[config.mk]
export PLATFORM = sky130hd
export DESIGN_NAME = msg_rank_sched
export DESIGN_NICKNAME = d
export VERILOG_FILES = /design/src/rtl/msg_sched_pkg.sv /design/src/rtl/rank_pick.sv /design/src/rtl/park_lane.sv /design/src/rtl/tx_tagger.sv /design/src/rtl/msg_rank_sched.sv
export SDC_FILE = /design/constraint.sdc
export NUM_CORES = 1
export LEC_CHECK = 0
export BUFFER_PORTS_ARGS = -buffer_cell sky130_fd_sc_hd__buf_4
export CAP_MARGIN = 0
export CORE_MARGIN = 5
export CORE_UTILIZATION = 55
export DETAILED_ROUTE_END_ITERATION = 6
export PLACE_DENSITY = 0.74
export SYNTH_ARGS = -nofsm -noshare
export SYNTH_HDL_FRONTEND = slang
export SYNTH_SLANG_ARGS = --single-unit
[constraint.sdc]
create_clock -name clk -period 6.4 [get_ports clk]
set_input_delay 0.32 -clock clk [delete_from_list [all_inputs] [get_ports clk]]
set_output_delay 0.32 -clock clk [all_outputs]
set_load 0.01 [all_outputs]
[src/rtl/msg_sched_pkg.sv]
package msg_sched_pkg;
   localparam int NUM_Q = 3;

   typedef enum logic [1:0] {
      SRC_RSP  = 2'd0,
      SRC_LREQ = 2'd1,
      SRC_UREQ = 2'd2
   } src_e;

   typedef enum logic [1:0] {
      TXK_REQ  = 2'd0,
      TXK_RSP  = 2'd1,
      TXK_UNB  = 2'd2,
      TXK_NONE = 2'd3
   } txk_e;
endpackage

[src/rtl/rank_pick.sv]
module rank_pick #(
   parameter int N  = 3,
   localparam int IW = (N > 1) ? $clog2(N) : 1
) (
   input  logic [N-1:0]  req,
   output logic [N-1:0]  gnt,
   output logic [IW-1:0] gnt_idx,
   output logic          any
);
   logic [N:0] taken;

   assign taken[0] = 1'b0;

   genvar g;
   generate
      for (g = 0; g < N; g++) begin : g_rank
         assign gnt[g]     = req[g] & ~taken[g];
         assign taken[g+1] = taken[g] | req[g];
      end
   endgenerate

   assign any = taken[N];

   always_comb begin
      gnt_idx = '0;
      for (int i = N - 1; i >= 0; i--) begin
         if (req[i]) gnt_idx = IW'(i);
      end
   end
endmodule

[src/rtl/park_lane.sv]
module park_lane #(
   parameter int AW    = 16,
   parameter int DW    = 16,
   parameter int DEPTH = 4
) (
   input  logic          clk,
   input  logic          rst_n,
   input  logic          in_valid,
   input  logic [AW-1:0] in_addr,
   input  logic [DW-1:0] in_data,
   input  logic          in_flag,
   input  logic          blocked,
   input  logic          grant,
   input  logic          wake_valid,
   input  logic [AW-1:0] wake_addr,
   output logic          in_ready,
   output logic          cand_valid,
   output logic [AW-1:0] cand_addr,
   output logic [DW-1:0] cand_data,
   output logic          cand_flag
);
   localparam int IW = (DEPTH > 1) ? $clog2(DEPTH) : 1;

   generate
      if (DEPTH < 1) begin : g_bad_depth
         $error("park_lane: DEPTH must be at least 1");
      end
   endgenerate

   logic [DEPTH-1:0] vld_q, rel_q;
   logic [AW-1:0]    addr_q [DEPTH];
   logic [DW-1:0]    data_q [DEPTH];
   logic [DEPTH-1:0] flag_q;

   logic [DEPTH-1:0] n_vld, n_rel, n_flag, wrel;
   logic [AW-1:0]    n_addr [DEPTH];
   logic [DW-1:0]    n_data [DEPTH];

   logic          rel_any, match, full, must_park, push, pop;
   logic [IW-1:0] rel_idx, free_idx;

   // Scan the waiting list: oldest released slot, first free slot, address match.
   always_comb begin
      rel_any  = 1'b0;
      rel_idx  = '0;
      free_idx = '0;
      match    = 1'b0;
      for (int i = DEPTH - 1; i >= 0; i--) begin
         if (vld_q[i] && rel_q[i]) begin
            rel_any = 1'b1;
            rel_idx = IW'(i);
         end
         if (!vld_q[i]) free_idx = IW'(i);
      end
      for (int i = 0; i < DEPTH; i++) begin
         if (vld_q[i] && !rel_q[i] && (addr_q[i] == in_addr)) match = 1'b1;
      end
   end

   assign full      = vld_q[DEPTH-1];
   assign must_park = blocked | match;
   assign in_ready  = !full && !rel_any && (must_park || grant);
   assign push      = in_valid && in_ready && must_park;
   assign pop       = grant && rel_any;

   assign cand_valid = rel_any || (in_valid && !full && !must_park);
   assign cand_addr  = rel_any ? addr_q[rel_idx] : in_addr;
   assign cand_data  = rel_any ? data_q[rel_idx] : in_data;
   assign cand_flag  = rel_any ? flag_q[rel_idx] : in_flag;

   always_comb begin
      for (int i = 0; i < DEPTH; i++) begin
         wrel[i] = rel_q[i] | (wake_valid && (addr_q[i] == wake_addr));
      end
      n_vld  = vld_q;
      n_rel  = wrel;
      n_flag = flag_q;
      n_addr = addr_q;
      n_data = data_q;
      if (pop) begin
         for (int i = 0; i < DEPTH - 1; i++) begin
            if (i >= int'(rel_idx)) begin
               n_vld[i]  = vld_q[i+1];
               n_rel[i]  = wrel[i+1];
               n_flag[i] = flag_q[i+1];
               n_addr[i] = addr_q[i+1];
               n_data[i] = data_q[i+1];
            end
         end
         n_vld[DEPTH-1] = 1'b0;
         n_rel[DEPTH-1] = 1'b0;
      end
      if (push) begin
         n_vld[free_idx]  = 1'b1;
         n_rel[free_idx]  = wake_valid && (wake_addr == in_addr);
         n_flag[free_idx] = in_flag;
         n_addr[free_idx] = in_addr;
         n_data[free_idx] = in_data;
      end
   end

   always_ff @(posedge clk) begin
      if (!rst_n) begin
         vld_q  <= '0;
         rel_q  <= '0;
         flag_q <= '0;
      end else begin
         vld_q  <= n_vld;
         rel_q  <= n_rel;
         flag_q <= n_flag;
      end
   end

   always_ff @(posedge clk) begin
      addr_q <= n_addr;
      data_q <= n_data;
   end

   // Checker state: unreleased slots that still hold last cycle's wake address.
   logic [AW-1:0]    wake_addr_d;
   logic [DEPTH-1:0] stale;
   always_ff @(posedge clk) wake_addr_d <= wake_addr;
   always_comb begin
      for (int i = 0; i < DEPTH; i++) begin
         stale[i] = vld_q[i] && !rel_q[i] && (addr_q[i] == wake_addr_d);
      end
   end


   full_hold_chk: assert property (@(posedge clk) disable iff (!rst_n)
      (vld_q[DEPTH-1] && !pop) |=> vld_q[DEPTH-1]);


   park_grow_chk: assert property (@(posedge clk) disable iff (!rst_n)
      (in_valid && in_ready && match) |=>
      ($countones(vld_q) == $past($countones(vld_q)) + 1));


   wake_clear_chk: assert property (@(posedge clk) disable iff (!rst_n)
      wake_valid |=> (stale == '0));


   pop_shrink_chk: assert property (@(posedge clk) disable iff (!rst_n)
      (grant && rel_any) |=>
      ($countones(vld_q) + 1 == $past($countones(vld_q))));
endmodule

[src/rtl/tx_tagger.sv]
module tx_tagger #(
   parameter int REQ_LAT = 2,
   parameter int RSP_LAT = 2,
   parameter int UNB_LAT = 1,
   parameter int LATW    = 3
) (
   input  logic [1:0]      kind,
   output logic [1:0]      vc,
   output logic [LATW-1:0] lat
);
   import msg_sched_pkg::*;

   generate
      if ((REQ_LAT >= (1 << LATW)) || (RSP_LAT >= (1 << LATW)) ||
          (UNB_LAT >= (1 << LATW))) begin : g_bad_lat
         $error("tx_tagger: latency does not fit LATW");
      end
   endgenerate

   always_comb begin
      case (txk_e'(kind))
         TXK_REQ: begin vc = 2'd0; lat = LATW'(REQ_LAT); end
         TXK_RSP: begin vc = 2'd1; lat = LATW'(RSP_LAT); end
         TXK_UNB: begin vc = 2'd2; lat = LATW'(UNB_LAT); end
         default: begin vc = 2'd0; lat = '0;             end
      endcase
   end
endmodule

[src/rtl/msg_rank_sched.sv]
module msg_rank_sched
   import msg_sched_pkg::*;
#(
   parameter int AW         = 16,
   parameter int DW         = 16,
   parameter int PARK_DEPTH = 4,
   parameter int REQ_LAT    = 2,
   parameter int RSP_LAT    = 2,
   parameter int UNB_LAT    = 1,
   parameter int LATW       = 3,
   parameter int RSP_IN_VC  = 1,
   parameter int LREQ_IN_VC = 2
) (
   input  logic                       clk,
   input  logic                       rst_n,
   input  logic [NUM_Q-1:0]           in_valid,
   output logic [NUM_Q-1:0]           in_ready,
   input  logic [NUM_Q-1:0][AW-1:0]   in_addr,
   input  logic [NUM_Q-1:0][DW-1:0]   in_data,
   input  logic                       victim_en,
   input  logic [AW-1:0]              victim_addr,
   output logic [NUM_Q-1:0][AW-1:0]   qry_addr,
   input  logic [NUM_Q-1:0]           qry_blocked,
   input  logic                       wake_valid,
   input  logic [AW-1:0]              wake_addr,
   output logic                       sel_valid,
   output logic [1:0]                 sel_src,
   output logic [1:0]                 sel_vc,
   output logic [AW-1:0]              sel_addr,
   output logic [DW-1:0]              sel_data,
   output logic                       sel_repl,
   input  logic [1:0]                 tx_kind,
   output logic [1:0]                 tx_vc,
   output logic [LATW-1:0]            tx_lat
);
   generate
      if (AW < 1 || DW < 1) begin : g_bad_width
         $error("msg_rank_sched: widths must be positive");
      end
      if (RSP_IN_VC > 3 || LREQ_IN_VC > 3) begin : g_bad_vc
         $error("msg_rank_sched: inbound channel numbers must fit 2 bits");
      end
   endgenerate

   logic [NUM_Q-1:0]         cand_v, gnt;
   logic [NUM_Q-1:0][AW-1:0] cand_a;
   logic [NUM_Q-1:0][DW-1:0] cand_d;
   logic [NUM_Q-1:0]         cand_f;
   logic [1:0]               gnt_idx;
   logic                     any_cand;

   genvar q;
   generate
      for (q = 0; q < NUM_Q; q++) begin : g_lane
         logic [AW-1:0] eff_addr;
         logic          eff_flag;
         if (q == int'(SRC_UREQ)) begin : g_victim
            assign eff_addr = victim_en ? victim_addr : in_addr[q];
            assign eff_flag = victim_en;
         end else begin : g_plain
            assign eff_addr = in_addr[q];
            assign eff_flag = 1'b0;
         end
         assign qry_addr[q] = eff_addr;

         park_lane #(.AW(AW), .DW(DW), .DEPTH(PARK_DEPTH)) i_lane (
            .clk        (clk),
            .rst_n      (rst_n),
            .in_valid   (in_valid[q]),
            .in_addr    (eff_addr),
            .in_data    (in_data[q]),
            .in_flag    (eff_flag),
            .blocked    (qry_blocked[q]),
            .grant      (gnt[q]),
            .wake_valid (wake_valid),
            .wake_addr  (wake_addr),
            .in_ready   (in_ready[q]),
            .cand_valid (cand_v[q]),
            .cand_addr  (cand_a[q]),
            .cand_data  (cand_d[q]),
            .cand_flag  (cand_f[q])
         );
      end
   endgenerate

   rank_pick #(.N(NUM_Q)) i_pick (
      .req     (cand_v),
      .gnt     (gnt),
      .gnt_idx (gnt_idx),
      .any     (any_cand)
   );

   assign sel_valid = any_cand;
   assign sel_src   = gnt_idx;
   assign sel_addr  = cand_a[gnt_idx];
   assign sel_data  = cand_d[gnt_idx];
   assign sel_repl  = any_cand & cand_f[gnt_idx];

   always_comb begin
      case (src_e'(gnt_idx))
         SRC_RSP:  sel_vc = 2'(RSP_IN_VC);
         SRC_LREQ: sel_vc = 2'(LREQ_IN_VC);
         default:  sel_vc = 2'd0;
      endcase
   end

   tx_tagger #(.REQ_LAT(REQ_LAT), .RSP_LAT(RSP_LAT), .UNB_LAT(UNB_LAT),
               .LATW(LATW)) i_tag (
      .kind (tx_kind),
      .vc   (tx_vc),
      .lat  (tx_lat)
   );


   rank_low_chk: assert property (@(posedge clk) disable iff (!rst_n)
      (sel_valid && sel_src == 2'(SRC_UREQ)) |-> !(cand_v[0] || cand_v[1]));


   one_sel_chk: assert property (@(posedge clk) disable iff (!rst_n)
      (|cand_v) |-> (sel_valid && $onehot0(gnt)));


   victim_chk: assert property (@(posedge clk) disable iff (!rst_n)
      (in_valid[2] && victim_en) |-> (qry_addr[2] == victim_addr));
endmodule

; ---- Word level (Yosys, flattened, before mapping)
; Index checks and enable logic that the tools add are counted.
[op_classes]
bitwise = 35
addsub = 0
n_shift = 0
div = 0
eq_ne = 30
muxes = 191
magnitude_cmp = 28
mul = 0
n_reduce_logical = 108
[op_table]
columns = operator, n
row1 = $mux 16, 42
row2 = $eq 16x16->1, 27
row3 = $bwmux 64, 6
row4 = $mux 64, 6
row5 = $mux 48, 6
row6 = $bmux 16 s2, 8
row7 = $demux 16 s2, 3
row8 = $logic_and 1x1->1, 78
row9 = $mux 1, 61
row10 = $mux 2, 27
row11 = $mux 4, 12
row12 = $logic_not 1->1, 21
row13 = $lt 2x3->1 const B, 7
row14 = $ge 3x3->1 const B, 6
row15 = $mux 3, 6
row16 = $not 2->3, 6
row17 = $or 1x1->1, 17
row18 = $bwmux 4, 4
row19 = $ge 1x2->1 const A, 6
row20 = $or 4x4->4, 3
row21 = $pmux 2 s2, 3
row22 = $lt 3x1->1 const B, 3
row23 = $and 4x4->4, 2
row24 = $bmux 1 s2, 4
row25 = 11 further kinds, 28
[totals]
ramBits = 0
mem_bits_ro = 0
input_bits = 140
elab_cells = 428
mem_count = 0
out_inout_bits = 94
ff_bits = 420
latchBits = 0

; ---- Logic depth before layout (Yosys ltp)
[logic_depth]
word_depth = 19
mapped_depth = 12
mapped_depth_nobuf = 8

; ---- Hierarchy
; A second synthesis with hierarchy kept.
[unflattened]
hier_cells = 3124
hier_area_um2 = 28713.8
[by_module_without_submodules]
columns = mod, seq_area_each_um2, area_each_um2, cells_each, n_inst
row1 = park_lane at g_lane[0].i_lane ..., 3123.0, 9145.0, 982, 2
row2 = park_lane at g_lane[2].i_lane, 3123.0, 9126.3, 982, 1
row3 = msg_rank_sched, 0.0, 1214.9, 166, 1
row4 = rank_pick, 0.0, 45.0, 6, 1
row5 = tx_tagger, 0.0, 37.5, 6, 1

; ---- Worst setup path before layout
; No wires, ideal clock.
[synth_path]
path_kind = input to register
startpoint = in victim_en
endpoint = reg g_lane[2].i_lane.flag_q[3]
path_slack_ps = 3160
path_buffers = 2
cell_stages = 10
required_time_ps = 6272
setup_ps = 128
t_arrival_ps = 3112
path_cell_list = buf_2 -> buf_12 -> mux2i_4 -> nor4b_1 -> o2111ai_1 -> nor4_1 -> a311o_2 -> o2111a_1 -> mux2i_1 -> nor2_1
[synth_between]
elab_chain_len = 16
elab_cells_between_ends = 23
classes_between = 4 x eq/ne / 6 x mux / 2 x bitwise / 11 x reduce/logical
[synth_lines]
columns = element, line_no
row1 = "start, declared", msg_rank_sched.sv:20  ; input logic victim_en,
row2 = $mux 16, msg_rank_sched.sv:58  ; assign eff_addr = victim_en ? victim_addr : in_addr[q];
row3 = $eq 16x16->1, park_lane.sv:56  ; if (vld_q[i] && !rel_q[i] && (addr_q[i] == in_addr)) match = 1'b1;
row4 = $logic_and 1x1->1, park_lane.sv:56
row5 = $mux 1 (4 in series), park_lane.sv:56
row6 = $or 1x1->1, park_lane.sv:61  ; assign must_park = blocked | match;
row7 = $logic_not 1->1, park_lane.sv:66  ; assign cand_valid = rel_any || (in_valid && !full && !must_park);
row8 = $logic_and 1x1->1, park_lane.sv:66
row9 = $logic_or 1x1->1, park_lane.sv:66
row10 = $and 1x1->1, rank_pick.sv:17  ; assign gnt[g] = req[g] & ~taken[g];
row11 = $logic_or 1x1->1, park_lane.sv:62  ; assign in_ready = !full && !rel_any && (must_park || grant);
row12 = $logic_and 1x1->1, park_lane.sv:62
row13 = $logic_and 1x1->1 (2 in series), park_lane.sv:63  ; assign push = in_valid && in_ready && must_park;
row14 = "end signal, assigned", park_lane.sv:110  ; flag_q <= n_flag;
row15 = "end, declared", park_lane.sv:33  ; logic [DEPTH-1:0] flag_q;
; Several ways; a longest one is shown, not always the timed one.
; A chain may end at the register's enable or synchronous reset.

; ---- Worst setup path in the final report
[layout_path]
startpoint = reg g_lane[2].i_lane.vld_q[0]
endpoint = out sel_data[12]
[layout_between]
elab_chain_len = 15
elab_cells_between_ends = 23
classes_between = 15 x mux / 2 x bitwise / 6 x reduce/logical
[layout_lines]
columns = element, line_no
row1 = "start, declared", park_lane.sv:30  ; logic [DEPTH-1:0] vld_q, rel_q;
row2 = "start signal, assigned", park_lane.sv:108  ; vld_q <= n_vld;
row3 = $logic_and 1x1->1, n/a
row4 = $logic_and 1x1->1, park_lane.sv:56
row5 = $mux 1 (4 in series), park_lane.sv:56
row6 = $or 1x1->1, park_lane.sv:61
row7 = $logic_not 1->1, park_lane.sv:66
row8 = $logic_and 1x1->1, park_lane.sv:66
row9 = $logic_or 1x1->1, park_lane.sv:66
row10 = $mux 2 (3 in series), rank_pick.sv:27  ; if (req[i]) gnt_idx = IW'(i);
row11 = $bmux 16 s2 (*), msg_rank_sched.sv:96  ; assign sel_data = cand_d[gnt_idx];
row12 = $mux 16 (not written as such) (*), msg_rank_sched.sv:96
row13 = "end, declared", msg_rank_sched.sv:30  ; output logic [DW-1:0] sel_data,
; Mark *: on every way between the ends. The rest lies on a longest branch, timed or not. The select of a mux whose other input is x is not followed.

==> impl_metrics.tcl <==
set metrics [dict create \
    status "complete, no violations" \
    critPathMaxStageDelay_ps 990 \
    drt_iter0_drc 3041 \
    reg2reg_depth 11 \
    finalSetupViolations 0 \
    io_pins 234 \
    whs_path_depth 1 \
    cts_tree "built" \
    slew_viol_final 0 \
    grt_pass1_vias 23800 \
    crit_path_frequent_cell "buf_4" \
    relSlewSlack_pct 5.43 \
    path_clk_slew_ps 60 \
    timing.rr.end "g_lane[2].i_lane.addr_q[54]" \
    fin_skew_ps 24.4 \
    core_area_um2 49100 \
    tns_ps 0 \
    hpwl_um 68600 \
    die_area_um2 54300 \
    cts_sinks 420 \
    ys_warn_count 0 \
    avgSynthCellArea_um2 8.66 \
    fmax_ghz 0.196 \
    synth_edf_count 96 \
    hold_viol 0 \
    final_cells 3923 \
    rsz0062_at_grt "false" \
    grt_usage_pct 35.5 \
    place_inst 3784 \
    syn2layout_area_growth_pct 13.6 \
    critPathKind "reg2out" \
    final.min_clock_period_ps 5090 \
    grt_max_degree 70 \
    remaining_drc_errors 0 \
    whs_endpoint "g_lane[1].i_lane.addr_q[10]" \
    layout_commonest_cell "nand2_1" \
    antenna_found_initial 3 \
    layout_common_cells "372 x nand2_1, 339 x mux2i_1, 324 x dfxtp_1" \
    gp_congestion 1.07 \
    postCtsSetupRepairBufs 0 \
    crit_path_end_kind "output pin" \
    avgViaCountPerCell 6.36 \
    synthesis.instances 3155 \
    cts.path.max_buffers 3 \
    syn_area_um2 27300 \
    rows 81 \
    synth_nets 3295 \
    power_density_nw_per_um2 262 \
    startpoint_type "flip-flop" \
    ys_seq_area_share_pct 34.3 \
    dominantRegCellSynth "dfxtp_1" \
    cp.required_ps 6080 \
    arrival_ps 4770 \
    final_layout_size_suffix_gt1_share_pct 15.0 \
    cap_viol_max_count 0 \
    crit_chain "a22oi_1, nor2b_4, buf_4, nand2_1, nand3_1, o21ai_0, a21oi_1, o2111ai_1, o211ai_1, buf_4" \
    layout.nets 3358 \
    die_x_um 233 \
    cts_made_buffers 48 \
    wire_per_inst_um 25.5 \
    vias 25000 \
    insertion_delay_ps 610 \
    crit_fanout 37 \
    firstDrtPassIters 6 \
    hold_path.class "in2reg" \
    drtAntennaViolNets 0 \
    hold_start "in_addr[26]" \
    ys_ff_latch 420 \
    grt-ovfl-total 0 \
    rrSetupSlack_ps 2020 \
    fin_crit_sh_pct 79.6 \
    ir_drop_uv 221 \
    portBuffers 232 \
    r2r-start "g_lane[0].i_lane.vld_q[0]" \
    slowest_stage "nor2b_4" \
    chipHeight_um 233 \
    routed_wl_um 100000 \
    async_reset_ff_share_pct 0 \
    static-leakage-power_nw 11.4 \
    worst_pin_slew_ps 1410 \
    htree_levels 2 \
    ys_types 82 \
    initial_core_util_pct 55.7 \
    cts_root_buf "clkbuf_16" \
    grt_pass1_wl_um 149000 \
]
critical path, delay by kind of cell, from the launching register on:
| kind | cells | cell delay [ps] |
|---|---|---|
| AND/OR/NAND/NOR | 3 | 1160 |
| flip-flops | 1 | 390 |
| buffers and inverters | 2 | 670 |
| AO/OA/AOI/OAI | 5 | 1940 |
synthesized netlist by cell type, types with 17 or more instances:
cell / n / area, µm²
xnor2_1: 280 / 2450
o21ai_0: 262 / 1310
a31oi_1: 18 / 113
o211ai_1: 46 / 345
buf_4: 46 / 345
nor2_1: 261 / 980
clkbuf_1: 171 / 642
nor4_1: 42 / 263
o2111ai_1: 62 / 543
nand3_1: 86 / 430
a21oi_1: 95 / 475
buf_2: 69 / 345
buf_1: 17 / 63.8
nand2_1: 378 / 1420
dfxtp_1: 324 / 6490
nor3_1: 22 / 110
inv_1: 33 / 124
mux2_2: 78 / 878
nand4_1: 68 / 425
a211oi_1: 54 / 405
edfxtp_1: 96 / 2880
nor2b_1: 21 / 131
xor2_1: 150 / 1310
mux2i_1: 339 / 3390
stage by stage:
step	utilization [%]	cell area (µm²)	worst slack, ps	power, W	hold slack [ps]
after global placement	59.0	28900	1320	0.00516	432
after CTS	63.3	31000	1460	0.00810	7.79
after global routing	63.3	31000	1240	0.00845	28.7
after detailed placement	59.0	28900	1680	0.00524	442
final	63.3	31100	1310	0.00813	24.5
after floorplan	-	27300	3160	0.00462	419
cell families after synthesis:
group           after synthesis  synth area share [%]
buf+inv                     341                  5.80
simple gates                924                  15.2
flops                       420                  34.3
xor+xnor                    430                  13.8
mux                         443                  17.4
compound gates              596                  13.6
other cells                   1                0.0137
power breakdown:
part | internal, W | switching, W
combinational | 0.000832 | 0.000900
clock | 0.00169 | 0.00117
sequential | 0.00307 | 0.000470
total | 0.00559 | 0.00254
how the worst max path moves through the flow:
stage	start	end	slack, ps	depth (start not counted)
after floorplan	victim_en	g_lane[2].i_lane.flag_q[3]	3160	10
after detailed placement	victim_en	in_ready[2]	1680	10
after global placement	victim_en	in_ready[2]	1320	10
final	g_lane[2].i_lane.vld_q[0]	sel_data[12]	1310	10
after CTS	g_lane[2].i_lane.vld_q[0]	sel_addr[14]	1460	8
after global routing	g_lane[2].i_lane.vld_q[0]	sel_addr[15]	1240	9
layer usage:
layer  part of all wire, %  track usage, %  routed length (µm)
met3                    11            9.24               11200
met1                    39            46.4               39100
met2                    44            54.8               44000
met4                   5.7            17.3                5650
met5                 0.027               0                  27
layout make-up:
type                            instances  area (µm²)
Fill cell                            4112       18000
Clock buffer                           64        1340
Tap cell                              664         831
Multi-Input combinational cell       2394       16600
Antenna cell                            2        5.00
Clock inverter                         25         284
Sequential cell                       420        9370
Timing Repair Buffer                  321        2540
Inverter                               33         124
registers in the layout (all words and copies together) (netlist names):
| signal | cells |
|---|---|
| g_lane.i_lane.addr_q | 192 |
| g_lane.i_lane.data_q | 192 |
| g_lane.i_lane.flag_q | 12 |
| g_lane.i_lane.rel_q | 12 |
| g_lane.i_lane.vld_q | 12 |
what timing repair did:
action	CTS	global route
gates resized for setup	0	0
hold buffers	48	0
hold endpoints to repair	181	0
endpoints found under the setup margin	0	0
Power figures use the tool's default switching activity.
